$ cat src/rtl/tx_framer.sv
module tx_framer #(
  parameter int DEPTH = 16
) (
  input  logic        clk,
  input  logic        rst_n,
  input  logic        wr_en,
  input  logic [7:0]  wr_data,
  output logic        fifo_full,
  input  logic        tx_start,
  input  logic        flush,
  input  logic [7:0]  cfg_pre_len,
  input  logic        cfg_long_sync,
  input  logic [15:0] cfg_sync,
  input  logic        cfg_var_len,
  input  logic [7:0]  cfg_fixed_len,
  input  logic        cfg_crc_en,
  output logic [7:0]  out_data,
  output logic        out_valid,
  input  logic        out_ready,
  output logic        busy,
  output logic        underflow
);
  localparam int AW = $clog2(DEPTH);

  typedef enum logic [2:0] {S_IDLE, S_PRE, S_SYNC, S_PAY, S_CRC, S_UFL} st_t;

  st_t          state;
  logic [7:0]   mem [DEPTH];
  logic [AW-1:0] wp, rp;
  logic [AW:0]  cnt;
  logic [7:0]   pre_cnt, rem, nrem;
  logic [1:0]   idx;
  logic         first;
  logic [15:0]  crc;
  logic         empty, push, pop, xfer;

  function automatic logic [15:0] crc_step(input logic [15:0] c, input logic [7:0] d);
    logic [15:0] r;
    r = c;
    for (int i = 7; i >= 0; i--) begin
      if (r[15] ^ d[i]) r = {r[14:0], 1'b0} ^ 16'h8005;
      else              r = {r[14:0], 1'b0};
    end
    return r;
  endfunction

  assign empty     = (cnt == 0);
  assign fifo_full = (cnt == (AW+1)'(DEPTH));
  assign push      = wr_en && !fifo_full && !flush;
  assign busy      = (state != S_IDLE);
  assign underflow = (state == S_UFL);
  assign xfer      = out_valid && out_ready;
  assign pop       = (state == S_PAY) && xfer && !flush;

  always_comb begin
    out_data  = 8'h00;
    out_valid = 1'b0;
    case (state)
      S_PRE:  begin out_data = 8'hAA; out_valid = 1'b1; end
      S_SYNC: begin out_data = idx[0] ? cfg_sync[7:0] : cfg_sync[15:8]; out_valid = 1'b1; end
      S_PAY:  begin out_data = mem[rp]; out_valid = !empty; end
      S_CRC:  begin out_data = idx[0] ? crc[7:0] : crc[15:8]; out_valid = 1'b1; end
      default: ;
    endcase
  end

  always_comb begin
    if (first) nrem = cfg_var_len ? out_data : cfg_fixed_len - 8'd1;
    else       nrem = rem - 8'd1;
  end

  always_ff @(posedge clk) begin
    if (push) mem[wp] <= wr_data;
  end

  always_ff @(posedge clk) begin
    if (!rst_n || flush) begin
      wp  <= '0;
      rp  <= '0;
      cnt <= '0;
    end else begin
      if (push) wp <= wp + 1'b1;
      if (pop)  rp <= rp + 1'b1;
      cnt <= cnt + (AW+1)'(push) - (AW+1)'(pop);
    end
  end

  always_ff @(posedge clk) begin
    if (!rst_n || flush) begin
      state   <= S_IDLE;
      pre_cnt <= '0;
      idx     <= '0;
      rem     <= '0;
      first   <= 1'b0;
      crc     <= 16'hFFFF;
    end else begin
      case (state)
        S_IDLE: if (tx_start) begin
          state   <= S_PRE;
          pre_cnt <= '0;
        end
        S_PRE: if (xfer) begin
          if (pre_cnt < cfg_pre_len) pre_cnt <= pre_cnt + 8'd1;
          if ({1'b0, pre_cnt} + 9'd1 >= {1'b0, cfg_pre_len} && !empty) begin
            state <= S_SYNC;
            idx   <= '0;
          end
        end
        S_SYNC: if (xfer) begin
          if (idx == (cfg_long_sync ? 2'd3 : 2'd1)) begin
            state <= S_PAY;
            first <= 1'b1;
            crc   <= 16'hFFFF;
          end else begin
            idx <= idx + 2'd1;
          end
        end
        S_PAY: begin
          if (empty) begin
            state <= S_UFL;
          end else if (xfer) begin
            first <= 1'b0;
            rem   <= nrem;
            crc   <= crc_step(crc, out_data);
            if (nrem == 8'd0) begin
              state <= cfg_crc_en ? S_CRC : S_IDLE;
              idx   <= '0;
            end
          end
        end
        S_CRC: if (xfer) begin
          if (idx[0]) state <= S_IDLE;
          else        idx   <= 2'd1;
        end
        default: state <= S_UFL;
      endcase
    end
  end

  p_sync_needs_data_r2: assert property (@(posedge clk) disable iff (!rst_n)
    ($rose(state == S_SYNC)) |-> (cnt != 0));

  p_ufl_quiet_r7: assert property (@(posedge clk) disable iff (!rst_n)
    underflow |-> !out_valid);

  p_ufl_sticky_r8: assert property (@(posedge clk) disable iff (!rst_n)
    (underflow && !flush) |=> underflow);

  p_flush_clears_r9: assert property (@(posedge clk) disable iff (!rst_n)
    flush |=> (!underflow && !busy && empty));

  p_hold_r10: assert property (@(posedge clk) disable iff (!rst_n)
    (out_valid && !out_ready && !flush) |=> (out_valid && $stable(out_data)));

  p_full_drop_r11: assert property (@(posedge clk) disable iff (!rst_n)
    (fifo_full && !pop && !flush) |=> fifo_full);
endmodule

$ cat config.mk
export PLATFORM = sky130hd
export DESIGN_NAME = tx_framer
export DESIGN_NICKNAME = d
export VERILOG_FILES = /design/src/rtl/tx_framer.sv
export SDC_FILE = /design/constraint.sdc
export NUM_CORES = 1
export LEC_CHECK = 0
export CAP_MARGIN = 20
export CORE_MARGIN = 5
export CORE_UTILIZATION = 55
export CTS_BUF_LIST = sky130_fd_sc_hd__clkbuf_4 sky130_fd_sc_hd__clkbuf_8 sky130_fd_sc_hd__clkbuf_16
export DETAILED_ROUTE_END_ITERATION = 6
export PLACE_DENSITY = 0.75
export SLEW_MARGIN = 10
export SYNTH_ARGS = -nofsm -noshare
export SYNTH_HDL_FRONTEND = slang
export SYNTH_SLANG_ARGS = --single-unit
export TNS_END_PERCENT = 10
$ cat constraint.sdc
create_clock -name clk -period 3.8 [get_ports clk]
set_clock_uncertainty 0.15 [all_clocks]
set_input_delay 0.95 -clock clk [delete_from_list [all_inputs] [get_ports clk]]
set_output_delay 0.95 -clock clk [all_outputs]
set_load 0.02 [all_outputs]
### After elaboration in Yosys (flattened, before gate mapping)

Memory sizes are Yosys's and may differ from the RTL's. A register that Yosys moved wholly into a read port is not among the register bits.
Cells that the tools add are included.

| storage, ports and cells | value |
|---|---|
| memory bits (writable) | 128 |
| input port bits | 49 |
| output and inout bits | 12 |
| register bits after elaboration | 51 |
| memories kept | 1 |

| operators by class | value |
|---|---|
| reduce and logical (&&, ||, !) cells | 25 |
| add/sub/neg operators | 9 |
| magnitude comparators | 2 |
| muxes and demuxes | 83 |
| equal/unequal tests | 22 |
| bitwise logic cells | 17 |

Memory list:

| name | depth | bits a word | read ports | clocked after Yosys merged registers in | wr ports | line | RTL |
|---|---|---|---|---|---|---|---|
| mem | 16 | 8 | 1 | 1 | 1 | 28 | `logic [7:0] mem [DEPTH];` |

Operators by type and width:

| kind | number |
|---|---|
| 2-to-1 mux 16 bit | 40 |
| 2-to-1 mux 8 bit | 7 |
| 2-to-1 mux 3 bit | 11 |
| case mux 16 bit (2 select lines) | 1 |
| case mux 8 bit (4 select lines) | 1 |
| != test 2 bit (second input constant) | 12 |
| NOT 3 bit | 8 |
| 2-to-1 mux 2 bit | 10 |
| AND reduction 9 bit | 2 |
| case mux 8 bit (2 select lines) | 1 |
| subtractor 8 x 1 -> 8 bit (second input constant) | 2 |
| case mux 3 bit (5 select lines) | 1 |
| AND reduction 10 bit | 1 |
| adder 8 x 1 -> 9 bit (second input constant) | 1 |
| >= comparator 9 x 8 -> 1 bit | 1 |
| adder 4 x 1 -> 4 bit (second input constant) | 2 |
| adder 8 x 1 -> 8 bit (second input constant) | 1 |
| zero test 8 bit | 1 |
| < comparator 8 bit | 1 |
| 2-to-1 mux 4 bit | 2 |
| case mux 2 bit (4 select lines) | 1 |
| bitwise XOR 1 bit | 8 |
| == test 3 x 2 -> 1 bit (second input constant) | 2 |
| == test 3 bit (second input constant) | 2 |
| 24 further kinds | 39 |

### Longest topological paths before layout

Gate-level depths: netlist of run 1.

| logic depth | value |
|---|---|
| depth in word-level cells | 49 |
| mapped depth | 18 |

### Worst setup path after synthesis of run 1

OpenSTA, ideal clock, no wires.

| timing path | value |
|---|---|
| kind | flip-flop to flip-flop |
| start | reg state[2] |
| end | reg cnt[4] |
| library setup time | 132 ps |
| arrival time | 3228 ps |
| cell stages (with the launch flop) | 19 |
| path buffers | 2 |
| required time | 3518 ps |
| slack | 290 ps |
| cell sequence | dfxtp_1 buf_2 buf_2 nor2_1 inv_1 nand2_1 a31oi_1 nand3_1 nor2_1 ha_1 inv_1 ha_1 inv_1 fa_1 inv_1 a21oi_1 nor2_1 or3_1 a21oi_1 |

| between the ends | value |
|---|---|
| longest elaborated chain between the ends | 7 |
| elaborated cells on any way between the ends | 10 |
| those cells by class | add/sub (1); eq/ne (4); mux (1); reduce/logical (4) |

Ends and longest elaborated chain:

| item | line | RTL |
|---|---|---|
| start, declared | 27 | `st_t state;` |
| start signal, assigned | 126 | `state <= cfg_crc_en ? S_CRC : S_IDLE;` |
| == test 3 bit (tied with other cells) | 58 | `case (state)` |
| OR reduction 3 bit (no line) | -- |  |
| case mux 1 bit (2 select lines) (*) | 58 |  |
| net out_valid | 18 | `output logic out_valid,` |
| logical AND 1 bit (*) | 52 | `assign xfer = out_valid && out_ready;` |
| logical AND 1 bit (*) (2 in series) | 53 | `assign pop = (state == S_PAY) && xfer && !flush;` |
| net pop | 35 | `logic empty, push, pop, xfer;` |
| subtractor 5 x 1 -> 5 bit (*) | 84 | `cnt <= cnt + (AW+1)'(push) - (AW+1)'(pop);` |
| end signal, assigned | 84 |  |
| end, declared | 30 | `logic [AW:0] cnt;` |

The timed path passes the listed nets; every way through them passes the cells marked *.
A chain may end at the register's enable or synchronous reset.

### Worst setup path after layout of run 1

| timing path | value |
|---|---|
| start | reg state[0] |
| end | out out_valid |

| between the ends | value |
|---|---|
| longest elaborated chain between the ends | 3 |
| elaborated cells on any way between the ends | 6 |
| those cells by class | eq/ne (4); mux (1); reduce/logical (1) |

Ends and longest elaborated chain:

| item | line |
|---|---|
| == test 3 bit (tied with other cells) | 58 |
| OR reduction 3 bit (no line) | -- |
| case mux 1 bit (2 select lines) (*) | 58 |
| end, declared | 18 |

Mark *: on every way between the ends. The rest lies on a longest branch, timed or not.

==> results of run 1 <==
## cell usage after synthesis (6+ instances only)
cell,n
edfxtp_1,128
nor2_1,65
dfxtp_1,55
nand2_1,45
mux2i_1,44
a21oi_1,35
o21ai_0,35
inv_1,31
ha_1,30
nor3_1,19
clkbuf_1,18
a22oi_1,16
nand3_1,15
xor2_1,15
nand2b_1,14
xnor2_1,14
buf_2,13
mux4_2,12
o21a_1,9
o22ai_1,9
and3_1,8
nor2b_1,8
buf_6,6
mux4_1,6
nand3b_1,6
xor2_2,6
## state kept, by name, summed over array words and instances, names as in the netlist, named ones only
signal	count
cnt	5
crc	16
first	1
idx	2
mem	128
pre_cnt	8
rem	8
rp	4
state	3
wp	4
## stage by stage
step | setup slack (ps) | instances | total power [W] | area (um2) | TNS [ps]
final | 118 | 1100 | 0.00412 | 11000 | 0
after global routing | 5.68 | 1100 | 0.00425 | 11000 | 0
after CTS | 5.02 | 1100 | 0.00414 | 11000 | 0
after detailed placement | -178 | 1065 | 0.00241 | 10400 | -617
after global placement | -137 | 1065 | 0.00240 | 10400 | -289
after floorplan | 290 | 765 | 0.00228 | 9230 | 0
## layout by cell type (no fill, tap or decap), drive strengths merged, types with 5 or more instances in the layout
master	n
inv	38
mux2i	46
clkbuf	18
nor3	19
mux4	18
xor2	21
o22ai	9
a21o	5
o2111ai	5
dlygate4sd2	6
xnor2	18
ha	30
nand3b	7
buf	64
edfxtp	128
a21oi	35
clkdlybuf4s50	52
nand2b	15
dfxtp	55
and2	5
a22oi	16
and3	8
a211oi	5
o21a	9
nand3	17
o211ai	9
nand2	45
nand4	5
o21ai	37
a31oi	5
nor2b	8
o31ai	6
nor2	67
## final timing paths
check	start	end	slack, ps	cells past startpoint
setup reg to reg	state[0]	cnt[4]	430	18
hold / removal	rem[1]	rem[1]	340	2
setup / recovery	state[0]	out_valid	120	8
hold reg to reg	rem[1]	rem[1]	340	2
## final cells by class
class                   count  area [um2]  area share (%)
clock buffers              18         433            3.93
well taps                 220         275            2.50
clock inverters            14         154            1.40
multi-input cells         510        3960            35.9
repair buffers            124        1120            10.1
inverters                  31         116            1.06
flip-flops and latches    183        4950            45.0
## layer usage
metal / up-vias / share of wire [%]
li1: 3041 / -
met1: 3175 / 41
met2: 280 / 50
met3: 39 / 6.5
met4: 0 / 2.0
met5: - / 0
## worst max-delay path: stages (launching register included)
cell and delay [ps]:
dfxtp_1 540, buf_4 250, or2_2 200, nor2_1 80, inv_1 70, nand2_1 50
a31oi_1 210, buf_4 170, clkdlybuf4s50_1 600
## repair_timing
item,4_1_cts,5_1_grt
resized for setup,13,4
endpoints found under the setup margin,8,2
setup buffers,3,0
## power by group through the flow
stage	combinational (W)	sequential (W)	clock, W
after floorplan	0.0000978	0.00218	0
after global placement	0.000219	0.00219	0
after detailed placement	0.000223	0.00219	0
after CTS	0.000225	0.00214	0.00177
after global routing	0.000244	0.00214	0.00187
final	0.000226	0.00214	0.00175
## kinds of logic after synthesis
group                      synth area share [%]
buffers and inverters                      3.77
and+or+nand+nor                            12.0
xor gates and xnor gates                   4.76
adders and majority gates                  4.28
DFF                                        53.6
AOI/OAI and AO/OA                          11.2
muxes                                      10.4
==> flow_results.org, run 1 <==
** Layout
- 0 antenna diodes ended up in the layout.
- # nets final :: 947
- Final core utilization :: 66.6%
- The area growth from synthesis to layout is 19.2%.
- Number of fill cells in the layout :: 1191
- Proportion of layout cells with a drive suffix above 1 :: 17.6%

** Timing
- Achievable Freq :: 0.272 GHz
- At the pin with the least slew margin, the transition time is 586 ps.
- Final critical-path required period :: 3680 ps
- Final worst hold slack :: 337 ps
- Final clock period utilization by the worst path :: 96.9%
- Setup violators final :: 0
- Pins Over Slew Limit :: 0
- In this run the tightest slew margin relative to its limit is 60.8%.
- Setup repair after global routing missed its margin :: no
- The number of failing hold endpoints at the final stage came to 0.

** Min path
- Class of the worst hold path :: reg2reg

** Global route
- Entering global routing, the biggest net connects 29 pins.
- The initial antenna violation count was 0.
- The total overflow left after global routing is 0.
- For met2 alone, demand over resource in global routing was 39.8%.
- Grt met3 use :: 4.80%
- Total global routing track utilization :: 23.0%
- met2 is the most crowded layer.
- Global-route wire length before repair :: 35200 um
- Number of global-route vias before repair :: 6542
- Met1 track utilization from global routing :: 29.2%

** Clock tree
- The clock passes through at most 2 buffers.
- Clock tree from TritonCTS :: done
- Clock latency on the worst-skew pair :: 430 ps
- TritonCTS created 17 clock buffers.
- The H-tree was split into 4 levels.
- Counting every sink on the clock net gives 183.
- Clock tree root driver cell :: clkbuf_16
- The number of hold buffers added after CTS was 0.
- Clock-pin slew was measured on the worst setup and hold paths at 70 ps.

** Synthesis
- The netlist uses 71 different library cells.
- Area share of the leading cell type in the synthesized netlist :: 41.6%
- After synthesis, flip-flops and latches occupy 53.6% of the total area.
- The synthesized design contains 128 enable-type register cells.
- During synthesis, Yosys emitted a total of 0 warnings.
- Count of state elements after synthesis :: 183
- Post-synth net total :: 845
- After synthesis, the share of flip-flops with an asynchronous set or reset is 0%.
- Synthesized area divided by synthesized cell count :: 12.1 um2
- Summing every instance area after synthesis gives 9230 um2.
- Commonest register cell after synthesis :: edfxtp_1
- Cell types with the largest area share after synthesis :: edfxtp_1, dfxtp_1, mux2i_1
- Gate count of the mapped netlist :: 765
- Summed over all instances, the cell type with the most area after synthesis is edfxtp_1.

** Setup path
- CP Max Fanout :: 11
- STA classifies the critical path endpoint as an output port.
- STA puts the critical path data required time at 2700 ps.
- Arrival time worst endpoint :: 2580 ps
- Classification of the worst setup path :: reg2out
- Startpoint kind of the worst setup timing path :: flip-flop

** Power and ir drop
- Net switching power :: 0.000934 W
- Total power density per cell area :: 374 nW/um2
- P_int :: 0.00318 W
- Part of the total power dissipated in combinational logic :: 5.5%
- In this run switching power makes up 22.7% of total power.
- Peak supply drop :: 0.000401 V
- Sequential cells account for 52.0% of the total power.
- The clock network burns 42.5% of the power.
- The analysis attributes to cell leakage a power of 3.93 nW.

** Die
- FP Rows :: 47
- Vert. Die Dim :: 140 um
- Die outline area :: 19500 um2
- The initial utilization of the core area, before any placement, comes to 55.8%.
- Core Footprint :: 16500 um2
- Die outline width :: 140 um
- 61 I/O pins were placed.

** Route
- After detailed routing, the number of remaining DRC violations is 0.
- The detail route stage leaves a number of antenna-violating nets equal to 0.
- Drt pass-1 iters :: 6
- Vias per cell :: 5.94
- The detailed router finished its first iteration with 554 violations.
- Wire length per cell :: 20.2 um
- Vias :: 6535
- Drt total wl :: 22200 um

** Run
- Max-cap violation count :: 0

** Placed design
- The congestion estimate from routability-driven global placement came to 0.958.
- Detailed placement finished with a half-perimeter wire length of 15800 um.
- Input and output buffers added on the ports amount to 60.

** Run status
- Outcome :: finished clean
No activity file was read; power rests on OpenSTA's default activity.
==> inputs of run 2 (changes only) <==
Settings changed: CAP_MARGIN 20 to not set, CORE_UTILIZATION 55 to 59, PLACE_DENSITY 0.75 to 0.8.
==> run 2 against run 1 <==
Effect of this change:
- die area is 6.3% lower
- global-route usage up 2.1 points
- clock power about the same
- highest routed layer unchanged
- critical endpoint is now out_data[4]
- final cell count decreased by 0.64%
- clock-buffer cell count stayed put
- register-to-register slack worse by 110 ps
- sequential power about the same
==> flow_results.org, run 2 (synthesis gave the netlist of run 1 again) <==
** Global route
- Number of global-route vias before repair :: 6553 (was 6542)
- The initial antenna violation count was 0 (unchanged).
- Largest net degree at the start of global routing :: 26 (was 29)
- Global-route wire length before repair :: 35100 um (was 35200 um)
- The global-route usage over all layers was 25.2% (was 23.0%).
- Gr ovfl total :: 0 (unchanged)

** Layout
- The top register by number of flip-flops is mem (unchanged).
- Leading cell types in the layout, fill and taps excluded :: edfxtp_1, nor2_1, buf_4, clkdlybuf4s50_1, dfxtp_1 (unchanged)
- Commonest non-fill, non-tap cell in the layout :: edfxtp_1 (unchanged)
- Proportion of layout cells with a drive suffix above 1 :: 18.0% (was 17.6%)
- Post-Layout Inst Area :: 11000 um2 (about the same)
- The fill cell total of the finished layout is 1053 (was 1191).
- Final core utilization :: 72.2% (was 66.6%)
- The number of nets in the finished design is 949 (was 947).
- Count of antenna diodes in the layout :: 0 (unchanged)
- Area grow syn2layout :: 19.4% (was 19.2%)
- Largest regs :: mem: 128 flops, crc: 16 flops (unchanged)
- Max FFs per register :: 128 (unchanged)

** Die
- The full die area is 18200 um2 (was 19500 um2).
- Vert. Die Dim :: 135 um (was 140 um)
- FP Rows :: 45 (was 47)
- The horizontal die dimension came to 135 um (was 140 um).
- Boundary Pins :: 61 (unchanged)
- The initial core utilization was 60.5% (was 55.8%).
- Core Footprint :: 15300 um2 (was 16500 um2)

** Clock tree
- The clock sink total is 183 (unchanged).
- H-tree lvl count :: 4 (unchanged)
- The number of buffers created by CTS was 17 (unchanged).
- Maximum number of buffers from clock root to sink :: 2 (unchanged)
- Clock transition at the registers of the reported paths :: 70 ps (about the same)
- The clock latency on the worst-skew pair was 430 ps (about the same).
- The root buffer cell was clkbuf_16 (unchanged).
- Clock tree from TritonCTS :: done (unchanged)

** Route
- The initial DRC count came to 534 (was 554).
- The vias per cell was 5.98 (was 5.94).
- Post-route DRC :: 0 (unchanged)
- The first-pass iteration count of the detailed router came to 5 (was 6).
- Post-detailed-route count of antenna-violating nets :: 0 (unchanged)
- The sum of routed wire length over all layers came to 22400 um (was 22200 um).
- Vias :: 6536 (was 6535)
- Wire length per cell :: 20.5 um (was 20.2 um)

** Timing
- The number of failing hold endpoints at the final stage came to 0 (unchanged).
- Final critical-path required period :: 3730 ps (was 3680 ps)
- Setup TNS :: 0 ps (unchanged)
- The final setup violation count is 0 (unchanged).
- Worst slew margin relative to its limit :: 63.5% (was 60.8%)
- The maximum operating frequency came to 0.268 GHz (was 0.272 GHz).
- Final clock period utilization by the worst path :: 98.1% (was 96.9%)
- Transition at the pin with the smallest max-transition slack :: 546 ps (was 586 ps)
- Pins Over Slew Limit :: 0 (unchanged)
- Setup repair after global routing missed its margin :: no (unchanged)
- Final worst hold slack :: 340 ps (was 337 ps)

** Setup path
- Crit-path cells :: buf_12 -> mux4_2 -> nand2b_4 -> o211ai_2 -> o2111ai_1 -> clkdlybuf4s50_1 (was buf_4 -> or2_2 -> nor2_1 -> inv_1 -> nand2_1 -> a31oi_1 -> buf_4 -> clkdlybuf4s50_1)
- The worst stage delay on the critical path is 570 ps (was 600 ps).
- Classification of the worst setup path :: reg2out (unchanged)
- Arrival time worst endpoint :: 2630 ps (was 2580 ps)
- WP data required :: 2700 ps (about the same)
- Setup slack of the worst register-to-register path :: 320 ps (was 430 ps)
- CP Max Fanout :: 21 (was 11)
- Reg-to-Reg Start :: state[1] (was state[0])
- Startpoint kind of the worst setup timing path :: flip-flop (unchanged)
- The endpoint class of the critical path is an output port (unchanged).
- Master of the slowest instance on the critical path :: clkdlybuf4s50_1 (unchanged)

** Power and ir drop
- Net switching power :: 0.000927 W (was 0.000934 W)
- Switch share :: 22.6% (was 22.7%)
- Peak supply drop :: 0.000341 V (was 0.000401 V)
- Overall Power :: 0.00411 W (was 0.00412 W)
- The clock network fraction of design power came to 42.4% (was 42.5%).
- Fraction of power consumed by sequential logic :: 52.1% (was 52.0%)
- The share of power burned in combinational logic is 5.5% (about the same).
- The total power per unit cell area is 373 nW/um2 (was 374 nW/um2).
- P_int :: 0.00318 W (about the same)
- The leakage component of the power is 3.94 nW (was 3.93 nW).

** Placed design
- RePlAce Congestion :: 0.912 (was 0.958)
- The count of port buffers added during placement came to 60 (unchanged).
- Placed cell areas :: 10400 um2 (about the same)
- Hpwl dp :: 15900 um (was 15800 um)

** Min path
- Hold wc startpoint :: rem[2] (was rem[1])
- Class of the worst hold path :: reg2reg (unchanged)

** Run status
- Outcome :: finished clean (unchanged)

** Run
- The max capacitance violation total came to 0 (unchanged).
run 2: cell count changes in the layout (fill, tap and decap cells not counted), sizes merged:
cell and change:
clkdlybuf4s50 +2, clkinv +2, buf +2, dlygate4sd2 -2, clkinvlp -1, inv -1
run 2: stage by stage:
stage               std cells  worst slack [ps]
floorplan                 765               290
global placement         1058              -165
detailed placement       1058              -204
CTS                      1093             -7.78
global route             1093              7.93
finish                   1093              72.2
run 2: what timing repair did:
item | 4_1_cts | 5_1_grt
hold buffers | 0 | 0
setup endpoints to repair | 8 | 6
endpoints found under the hold margin | 0 | 0
setup buffers | 3 | 0
resized for setup | 13 | 7
run 2: power by group through the flow:
stage,Combinational (W),Sequential (W),Clock [W]
finish,0.000224,0.00214,0.00174
global route,0.000242,0.00214,0.00186
CTS,0.000223,0.00214,0.00177
detailed placement,0.000221,0.00219,0
global placement,0.000215,0.00219,0
floorplan,0.0000978,0.00218,0
run 2: critical path, delay by kind of cell (launching register included):
family	cells	cell delay [ps]
and+or+nand+nor	1	150
AOI/OAI and AO/OA	2	250
DFF	1	460
muxes	1	520
buffers and inverters	2	790
run 2: metal layers:
metal / vias to the layer above / global-route usage (%) / share of wire [%]
met5: - / 0 / 0
li1: 3045 / - / -
met1: 3143 / 31.2 / 40
met4: 0 / 9.80 / 3.3
met3: 59 / 6.41 / 6.9
met2: 289 / 42.6 / 50
run 2: final timing paths:
kind,endpoint,cells past startpoint
setup / recovery,out_data[4],6
hold / removal,rem[2],2
setup reg to reg,cnt[4],17
hold reg to reg,rem[2],2
run 2: final cells by class:
| cell class | instances | area (um2) | share of cell area (%) |
|---|---|---|---|
| sequential | 183 | 4960 | 45.0 |
| clock buffer | 18 | 433 | 3.93 |
| clock inverter | 14 | 156 | 1.42 |
| timing repair buffer | 126 | 1130 | 10.3 |
| tap | 211 | 264 | 2.40 |
| inverter | 31 | 116 | 1.06 |
| multi-input combinational | 510 | 3960 | 35.9 |
==> inputs of run 3 (changes only) <==
Settings changed: ABC_CLOCK_PERIOD_IN_PS set to 3800.
==> results of run 3 <==
The final DEF is identical to that of run 2; final timing and power are the same.
